==> src/rtl/flag_alu_pkg.sv <==
package flag_alu_pkg;
  typedef enum logic [3:0] {
    OP_AND = 4'h0, OP_EOR = 4'h1, OP_SUB = 4'h2, OP_RSB = 4'h3,
    OP_ADD = 4'h4, OP_ADC = 4'h5, OP_SBC = 4'h6, OP_RSC = 4'h7,
    OP_TST = 4'h8, OP_TEQ = 4'h9, OP_CMP = 4'hA, OP_CMN = 4'hB,
    OP_ORR = 4'hC, OP_MOV = 4'hD, OP_BIC = 4'hE, OP_MVN = 4'hF
  } alu_op_e;

  typedef enum logic [1:0] {CIN_ZERO, CIN_ONE, CIN_FLAG} cin_sel_e;

  localparam int unsigned FLAG_N = 3;
  localparam int unsigned FLAG_Z = 2;
  localparam int unsigned FLAG_C = 1;
  localparam int unsigned FLAG_V = 0;
endpackage

==> src/rtl/alu_addsub.sv <==
module alu_addsub #(
  parameter int unsigned WIDTH = 32
) (
  input  logic [WIDTH-1:0] a_i,
  input  logic [WIDTH-1:0] b_i,
  input  logic             inv_a_i,
  input  logic             inv_b_i,
  input  logic             cin_i,
  output logic [WIDTH-1:0] sum_o,
  output logic             cout_o,
  output logic             ovf_o
);
  logic [WIDTH-1:0] x, y;
  logic [WIDTH:0]   full;

  assign x      = a_i ^ {WIDTH{inv_a_i}};
  assign y      = b_i ^ {WIDTH{inv_b_i}};
  assign full   = {1'b0, x} + {1'b0, y} + {{WIDTH{1'b0}}, cin_i};
  assign sum_o  = full[WIDTH-1:0];
  assign cout_o = full[WIDTH];
  // signed overflow: like-signed inputs, differently signed sum
  assign ovf_o  = (x[WIDTH-1] == y[WIDTH-1]) && (sum_o[WIDTH-1] != x[WIDTH-1]);
endmodule

==> src/rtl/alu_logic.sv <==
module alu_logic
  import flag_alu_pkg::*;
#(
  parameter int unsigned WIDTH = 32
) (
  input  logic [3:0]       op_i,
  input  logic [WIDTH-1:0] a_i,
  input  logic [WIDTH-1:0] b_i,
  output logic [WIDTH-1:0] res_o
);
  always_comb begin
    unique case (alu_op_e'(op_i))
      OP_AND, OP_TST: res_o = a_i & b_i;
      OP_EOR, OP_TEQ: res_o = a_i ^ b_i;
      OP_ORR:         res_o = a_i | b_i;
      OP_MOV:         res_o = b_i;
      OP_BIC:         res_o = a_i & ~b_i;
      OP_MVN:         res_o = ~b_i;
      default:        res_o = '0;
    endcase
  end
endmodule

==> src/rtl/alu_flags.sv <==
module alu_flags
  import flag_alu_pkg::*;
#(
  parameter int unsigned WIDTH = 32
) (
  input  logic [WIDTH-1:0] val_i,
  input  logic             arith_i,
  input  logic             add_c_i,
  input  logic             add_v_i,
  input  logic             shc_i,
  input  logic             set_i,
  input  logic [3:0]       flags_i,
  output logic [3:0]       flags_o
);
  logic [3:0] upd;

  always_comb begin
    upd[FLAG_N] = val_i[WIDTH-1];
    upd[FLAG_Z] = ~|val_i;
    upd[FLAG_C] = arith_i ? add_c_i : shc_i;
    upd[FLAG_V] = arith_i ? add_v_i : flags_i[FLAG_V];
    flags_o     = set_i ? upd : flags_i;
  end

  always_comb begin
    p_logic_keep_v_r7: assert (!(set_i && !arith_i) ||
                               (flags_o[FLAG_V] == flags_i[FLAG_V] && flags_o[FLAG_C] == shc_i))
      else $error("logical op altered V or ignored shifter carry");
  end
endmodule

==> src/rtl/flag_alu.sv <==
module flag_alu
  import flag_alu_pkg::*;
#(
  parameter int unsigned WIDTH = 32
) (
  input  logic [3:0]       op_i,
  input  logic [WIDTH-1:0] a_i,
  input  logic [WIDTH-1:0] b_i,
  input  logic [3:0]       flags_i,
  input  logic             shc_i,
  input  logic             set_flags_i,
  output logic [WIDTH-1:0] res_o,
  output logic             wr_en_o,
  output logic [3:0]       flags_o
);
  logic             arith, inv_a, inv_b, cin;
  cin_sel_e         cin_sel;
  logic [WIDTH-1:0] sum, lres, val;
  logic             add_c, add_v;

  // operation decode
  always_comb begin
    arith   = 1'b1;
    inv_a   = 1'b0;
    inv_b   = 1'b0;
    cin_sel = CIN_ZERO;
    wr_en_o = 1'b1;
    unique case (alu_op_e'(op_i))
      OP_ADD:         ;
      OP_CMN:         wr_en_o = 1'b0;
      OP_ADC:         cin_sel = CIN_FLAG;
      OP_SUB:         begin inv_b = 1'b1; cin_sel = CIN_ONE; end
      OP_CMP:         begin inv_b = 1'b1; cin_sel = CIN_ONE; wr_en_o = 1'b0; end
      OP_SBC:         begin inv_b = 1'b1; cin_sel = CIN_FLAG; end
      OP_RSB:         begin inv_a = 1'b1; cin_sel = CIN_ONE; end
      OP_RSC:         begin inv_a = 1'b1; cin_sel = CIN_FLAG; end
      OP_TST, OP_TEQ: begin arith = 1'b0; wr_en_o = 1'b0; end
      default:        arith = 1'b0;
    endcase
  end

  always_comb begin
    unique case (cin_sel)
      CIN_ONE:  cin = 1'b1;
      CIN_FLAG: cin = flags_i[FLAG_C];
      default:  cin = 1'b0;
    endcase
  end

  alu_addsub #(.WIDTH(WIDTH)) u_addsub (
    .a_i(a_i), .b_i(b_i), .inv_a_i(inv_a), .inv_b_i(inv_b), .cin_i(cin),
    .sum_o(sum), .cout_o(add_c), .ovf_o(add_v)
  );

  alu_logic #(.WIDTH(WIDTH)) u_logic (
    .op_i(op_i), .a_i(a_i), .b_i(b_i), .res_o(lres)
  );

  assign val   = arith ? sum : lres;
  assign res_o = val;

  alu_flags #(.WIDTH(WIDTH)) u_flags (
    .val_i(val), .arith_i(arith), .add_c_i(add_c), .add_v_i(add_v),
    .shc_i(shc_i), .set_i(set_flags_i), .flags_i(flags_i), .flags_o(flags_o)
  );

  always_comb begin
    p_no_write_cmp_r6: assert (!wr_en_o || !(op_i inside {OP_TST, OP_TEQ, OP_CMP, OP_CMN}))
      else $error("compare/test form asserted write strobe");
    p_flags_hold_r8: assert (set_flags_i || flags_o == flags_i)
      else $error("flags changed with set-flags low");
    p_zero_flag_r9: assert (!set_flags_i || flags_o[FLAG_Z] == (res_o == '0))
      else $error("Z disagrees with result");
    p_neg_flag_r9: assert (!set_flags_i || flags_o[FLAG_N] == res_o[WIDTH-1])
      else $error("N disagrees with result");
  end
endmodule

==> config.mk <==
export PLATFORM = sky130hd
export DESIGN_NAME = flag_alu
export DESIGN_NICKNAME = d
export VERILOG_FILES = /design/src/rtl/flag_alu_pkg.sv /design/src/rtl/alu_addsub.sv /design/src/rtl/alu_logic.sv /design/src/rtl/alu_flags.sv /design/src/rtl/flag_alu.sv
export SDC_FILE = /design/constraint.sdc
export NUM_CORES = 1
export LEC_CHECK = 0
export ABC_AREA = 1
export BUFFER_PORTS_ARGS = -buffer_cell sky130_fd_sc_hd__buf_2
export CORE_ASPECT_RATIO = 0.5
export CORE_MARGIN = 5
export CORE_UTILIZATION = 58
export DETAILED_ROUTE_END_ITERATION = 10
export GPL_ROUTABILITY_DRIVEN = 0
export GPL_TIMING_DRIVEN = 0
export MAX_ROUTING_LAYER = met4
export PLACE_DENSITY_LB_ADDON = 0.05
export SYNTH_ARGS = -nofsm -noshare
export SYNTH_HDL_FRONTEND = slang
export SYNTH_HIERARCHICAL = 1
export SYNTH_SLANG_ARGS = --single-unit
export TNS_END_PERCENT = 10
==> constraint.sdc <==
create_clock -name vclk -period 3.4
set_input_delay 0 -clock vclk [all_inputs]
set_output_delay 0 -clock vclk [all_outputs]
set_load 0.02 [all_outputs]
# ---- Yosys cells after proc, flatten, opt, wreduce, memory -nomap -nowiden
# Cells that the tools add are included.
dict set report word_totals {
  reg_bits 0
  inputBits 74
  output_inout_bits 37
  elab_cells 51
}
dict set report op_classes {
  add_sub_neg 2
  n_eq_ne 19
  mux 11
  bitwise_logic 7
  reduce_logical 12
}
# cell n
set op_table {}
lappend op_table {{$pmux W32 S6} 1}
lappend op_table {{$xor A32 B32 Y32} 3}
lappend op_table {{$and A32 B32 Y32} 2}
lappend op_table {{$add A32 B32 Y33} 1}
lappend op_table {{$add A33 B1 Y33} 1}
lappend op_table {{$eq A4 B4 Y1 const B} 8}
lappend op_table {{$mux W32} 1}
lappend op_table {{$not A32 Y32} 1}
lappend op_table {{$or A32 B32 Y32} 1}
lappend op_table {{$reduce_or A32 Y1} 1}
lappend op_table {{$eq A4 B3 Y1 const B} 4}
lappend op_table {{$reduce_or A3 Y1} 3}
lappend op_table {{$eq A4 B2 Y1 const B} 2}
lappend op_table {{$reduce_or A8 Y1} 1}
lappend op_table {{$mux W1} 6}
lappend op_table {{$reduce_or A2 Y1} 3}
lappend op_table {{$eq A4 B1 Y1 const B} 1}
lappend op_table {{$logic_not A4 Y1} 1}
lappend op_table {{$mux W4} 1}
lappend op_table {{$pmux W2 S2} 1}
lappend op_table {{$reduce_or A4 Y1} 1}
lappend op_table {{$eq A2 B1 Y1 const B} 1}
lappend op_table {{$eq A2 B2 Y1 const B} 1}
lappend op_table {{$pmux W1 S2} 1}
lappend op_table {{other kinds (4)} 4}

# ---- Longest topological paths before layout
dict set report logic_depth {
  ltp_word 10
  mapped_depth 30
  mapped_depth_nobuf 30
}

# ---- Cells and area by module
# The synthesis kept the hierarchy.
# module n_inst cells_each area_each_um2 seq_area_each_um2
set modules_own_cells {}
lappend modules_own_cells {alu_addsub 1 508 2825.2 0.0}
lappend modules_own_cells {alu_logic 1 557 2635.0 0.0}
lappend modules_own_cells {flag_alu 1 124 589.3 0.0}
lappend modules_own_cells {alu_flags 1 40 180.2 0.0}

# ---- Worst setup path after synthesis
# No wires, ideal clock.
dict set report synth_timing {
  path_kind {input to output}
  start {input op_i[0]}
  end {output flags_o[2]}
  arrival_ns 2.943
  t_required_ns 3.400
  path_slack_ns 0.457
  stages 27
  path_buffers 2
  cell_sequence {inv_1 -> nand2_1 -> a21oi_1 -> clkbuf_1 -> buf_2 -> xnor2_1 -> fa_1 -> inv_1 -> fa_1 -> nand3_1 -> nand2_2 -> nand2_1 -> nand2_2 -> nand2_1 -> nand2_1 -> nand3_1 -> nand3_1 -> nand2_1 -> nand2_1 -> nand2_1 -> nor2_1 -> nand2_1 -> nor2_1 -> nand2_1 -> nor2_1 -> nand2_1 -> nand2_1}
}
dict set report synth_via {
  elab_chain_cells 10
  elab_cells_between_ends 39
  cone_classes {add/sub (2); eq/ne (17); mux (8); bitwise (2); reduce/logical (10)}
}
# item line
set synth_rtl {}
lappend synth_rtl {{start, declared} flag_alu.sv:6} ;# input logic [3:0] op_i,
lappend synth_rtl {{$eq A4 B3 Y1, or another cell as far along} flag_alu.sv:28} ;# unique case (alu_op_e'(op_i))
lappend synth_rtl {{$reduce_or A3 Y1 (no source line) *} n/a}
lappend synth_rtl {{$mux W1 *} flag_alu.sv:28}
lappend synth_rtl {{via inv_b} flag_alu.sv:16} ;# logic arith, inv_a, inv_b, cin;
lappend synth_rtl {{$xor A32 B32 Y32 *} alu_addsub.sv:17} ;# assign y = b_i ^ {WIDTH{inv_b_i}};
lappend synth_rtl {{$add A32 B32 Y33 *} alu_addsub.sv:18} ;# assign full = {1'b0, x} + {1'b0, y} + {{WIDTH{1'b0}}, cin_i};
lappend synth_rtl {{$add A33 B1 Y33 *} alu_addsub.sv:18}
lappend synth_rtl {{via sum[26]} flag_alu.sv:18} ;# logic [WIDTH-1:0] sum, lres, val;
lappend synth_rtl {{$mux W32 *} flag_alu.sv:59} ;# assign val = arith ? sum : lres;
lappend synth_rtl {{via res_o[26]} flag_alu.sv:12} ;# output logic [WIDTH-1:0] res_o,
lappend synth_rtl {{$reduce_or A32 Y1 *} alu_flags.sv:19} ;# upd[FLAG_Z] = ~|val_i;
lappend synth_rtl {{$logic_not A1 Y1 *} alu_flags.sv:19}
lappend synth_rtl {{$mux W4 *} alu_flags.sv:22} ;# flags_o = set_i ? upd : flags_i;
lappend synth_rtl {{end, declared} flag_alu.sv:14} ;# output logic [3:0] flags_o
# The timed path passes the listed nets; every way through them passes the cells marked *.

# ---- Worst setup path after layout
dict set report layout_timing {
  start {input op_i[0]}
  end {output flags_o[2]}
}
dict set report layout_via {
  elab_chain_cells 10
  elab_cells_between_ends 39
  cone_classes {add/sub (2); eq/ne (17); mux (8); bitwise (2); reduce/logical (10)}
}
# item line
set layout_rtl {}
lappend layout_rtl {{$eq A4 B3 Y1 / $eq A4 B2 Y1 (equally long branches)} flag_alu.sv:28}
lappend layout_rtl {{$reduce_or A2 Y1 (no source line) *} n/a}
lappend layout_rtl {{$mux W1 *} flag_alu.sv:28}
lappend layout_rtl {{via inv_a} flag_alu.sv:16}
lappend layout_rtl {{$xor A32 B32 Y32 *} alu_addsub.sv:16} ;# assign x = a_i ^ {WIDTH{inv_a_i}};
lappend layout_rtl {{$add A32 B32 Y33 *} alu_addsub.sv:18}
lappend layout_rtl {{$add A33 B1 Y33 *} alu_addsub.sv:18}
lappend layout_rtl {{via sum[8]} flag_alu.sv:18}
lappend layout_rtl {{$mux W32 *} flag_alu.sv:59}
lappend layout_rtl {{$reduce_or A32 Y1 *} alu_flags.sv:19}
lappend layout_rtl {{$logic_not A1 Y1 *} alu_flags.sv:19}
lappend layout_rtl {{$mux W4 *} alu_flags.sv:22}
# Marks and branches as above.

==> impl_metrics.py <==
metrics = {
    "power_and_ir_drop": {
        "p_comb_frac": 1.000,
        "p_switching_mw": 1.21,
        "pwr_density_cell_nw_per_um2": 248,
        "power_frac_clock": 0,
        "total_power_mw": 1.82,
        "ir_drop_v": 0.000168,
        "switching_share": 0.663,
        "seq_power_share": 0,
        "leakage_nw": 4.69,
        "internal_power_mw": 0.614,
    },
    "place": {
        "port_buffers": 111,
        "place_hpwl_um": 19900,
        "dpl_cell_area_sq_um": 6960,
    },
    "worst_setup_path": {
        "cp-start-kind": "input port",
        "critPathTopFamily": "simple AND/OR/NAND/NOR gates",
        "crit_arrival_ps": 3320,
        "cp.required_ps": 3400,
        "crit_top_cell": "nand2_1",
        "crit_path_max_incr_delay_ps": 390,
        "crit_chain": "buf_4, inv_4, nor3_1, buf_4, buf_12, xnor2_1, fa_2, inv_2, fa_2, nand3_2, nand2_2, nand2_1, o211ai_1, buf_4, buf_4, xor2_1, nand2_1, nand2_1, nor2_1, nand4_1, nor2_1, nand2_1, nand2_1, buf_6",
        "path_class": "input port to output pin",
        "crit_slowest_cell": "fa_2",
        "critPathMaxFanout": 10,
        "end_kind": "output pin",
        "worst-path-buf-inv": 8,
    },
    "sta": {
        "finalCriticalPeriod_ps": 3320,
        "relSlewSlack": 0.608,
        "worst_pin_slew_ps": 587,
        "setup_viol": 0,
        "hold_viol": 0,
        "slew_viol_final": 0,
        "final.period_utilization": 0.976,
        "fmax_mhz": 301,
        "setup-tns-final_ps": 0,
    },
    "cells_and_area": {
        "synthToLayoutAreaGrowth_pct": 18.0,
        "fill_cells": 1013,
        "layout-drive-gt1-share": 0.179,
        "fin_area_sq_um": 7350,
        "multi_input_area_sq_um": 5570,
        "nClkBuffers": 0,
        "final_util": 0.711,
        "nets": 1498,
        "regArea_sq_um": 0,
        "seq_cells": 0,
    },
    "detailed_routing": {
        "route.detailed.drc": 0,
        "ant_nets": 0,
        "dr.pass1.iters": 7,
        "wl_um": 24800,
        "drt_iter0_drc": 1316,
        "vias_per_cell": 5.79,
        "vias": 8665,
        "wl_per_cell_um": 16.6,
    },
    "die": {
        "core_area_sq_um": 10300,
        "initial_core_util": 0.602,
        "io_pins": 111,
        "die_h_um": 83.3,
        "fp-row-count": 26,
        "die_x_um": 157,
        "die-area_sq_um": 13000,
    },
    "min_path": {
        "hold_class": "input port to output pin",
    },
    "logic_synthesis": {
        "syn_nets": 1370,
        "synth_top_area_cell": "nand2_1",
        "yosysWarningCount": 6,
        "seq_area_frac_synth": 0,
        "netlist_area_sq_um": 6230,
        "synthDominantCellAreaShare": 0.314,
        "synth_cells": 1229,
        "synth.distinct_cells": 33,
        "synth_area_leaders": "nand2_1 31%, ha_1 13%, xor2_1 11%",
        "avgSynthCellArea_sq_um": 5.07,
    },
    "run": {
        "maxCapViolCount": 0,
    },
    "status": {
        "status": "complete, no violations",
    },
    "global_route": {
        "grt_pass1_vias": 7538,
        "grt_max_degree": 12,
        "gr-total-overflow": 0,
        "grt_usage": 0.357,
        "antenna_found_initial": 1,
        "grt_first_pass_wirelength_um": 37600,
    },
    "clocking": {
        "holdBufCountCts": 0,
    },
}
==> final cells by class <==
class	instances	share of cell area
buffer	48	0.0465
multi-input combinational	1029	0.758
inverter	152	0.0783
antenna	1	0.000340
timing repair buffer	126	0.0936
tap	140	0.0238
==> path summary, 6_finish.rpt <==
| path | to | start | cells past startpoint | slack (ps) |
|---|---|---|---|---|
| worst min-delay path | flags_o[2] | flags_i[2] | 4 | 300 |
| worst max-delay path | flags_o[2] | op_i[0] | 24 | 80 |
==> kinds of logic (layout without fill, tap and decap cells) <==
family | Yosys count | in the layout | synth area share
AOI/OAI and AO/OA | 99 | 99 | 0.0838
xor gates and xnor gates | 81 | 81 | 0.114
adders and majority gates | 67 | 67 | 0.137
buffers and inverters | 200 | 326 | 0.135
muxes | 2 | 2 | 0.00321
other | 0 | 1 | 0
and+or+nand+nor | 780 | 780 | 0.527
==> tightest hold or removal path, delay by kind of cell <==
family	cells	cell delay [ps]
buffers and inverters	2	190
and+or+nand+nor	2	110
==> cells in the final DEF, fill, tap and decap left out, types with 6 or more instances in the layout <==
master and instances:
nand2_1 509, inv_1 144, buf_2 134, nor2_1 93
nand3_1 84, xor2_1 75, ha_1 63, a21oi_1 58
nand3b_1 32, buf_4 24, nand2_2 20, o21ai_0 14
a21oi_2 13, nor3_1 12, buf_6 10, nor2_2 8
nand4_1 7, inv_2 6
==> layer usage <==
layer / track usage / part of all wire / vias up
met2: 0.537 / 0.42 / 638
met1: 0.501 / 0.41 / 3881
met4: 0.0465 / 0.015 / 0
met5: - / 0 / -
met3: 0.0763 / 0.16 / 63
li1: - / - / 4083
==> timing repair <==
action	CTS	global route
setup endpoints to repair	1	1
pin swaps	3	19
endpoints found under the hold margin	0	0
setup buffers	3	12
resized for setup	15	80
==> metrics by stage <==
| step | hold WS, ps | cells | setup slack [ps] |
|---|---|---|---|
| final | 300 | 1496 | 81.8 |
| after global routing | 334 | 1496 | -15.9 |
| after CTS | 313 | 1483 | 5.68 |
| after detailed placement | 312 | 1480 | -409 |
| after global placement | 306 | 1480 | -374 |
| after floorplan | 122 | 1229 | 457 |
==> power groups by stage <==
stage / clock network (mW) / registers (mW) / logic, mW
6_report: 0.00000000824 / 0 / 1.82
2_1_floorplan: 0 / 0 / 1.13
5_1_grt: 0.00000000805 / 0 / 1.97
3_5_place_dp: 0 / 0 / 1.62
4_1_cts: 0 / 0 / 1.65
3_3_place_gp: 0 / 0 / 1.60
==> cell usage after synthesis, types with 4 or more instances <==
cell type	count
nand2_1	521
inv_1	148
nor2_1	97
nand3_1	88
xor2_1	76
a21oi_1	73
ha_1	65
buf_2	34
nand3b_1	32
o21ai_0	14
nor3_1	12
nand2_2	9
nand4_1	7
buf_4	5
nor2_2	5
o21bai_1	5
xnor2_1	5
buf_6	4
inv_2	4
nand2_4	4
Note: power is estimated with default switching activity, not from simulation.
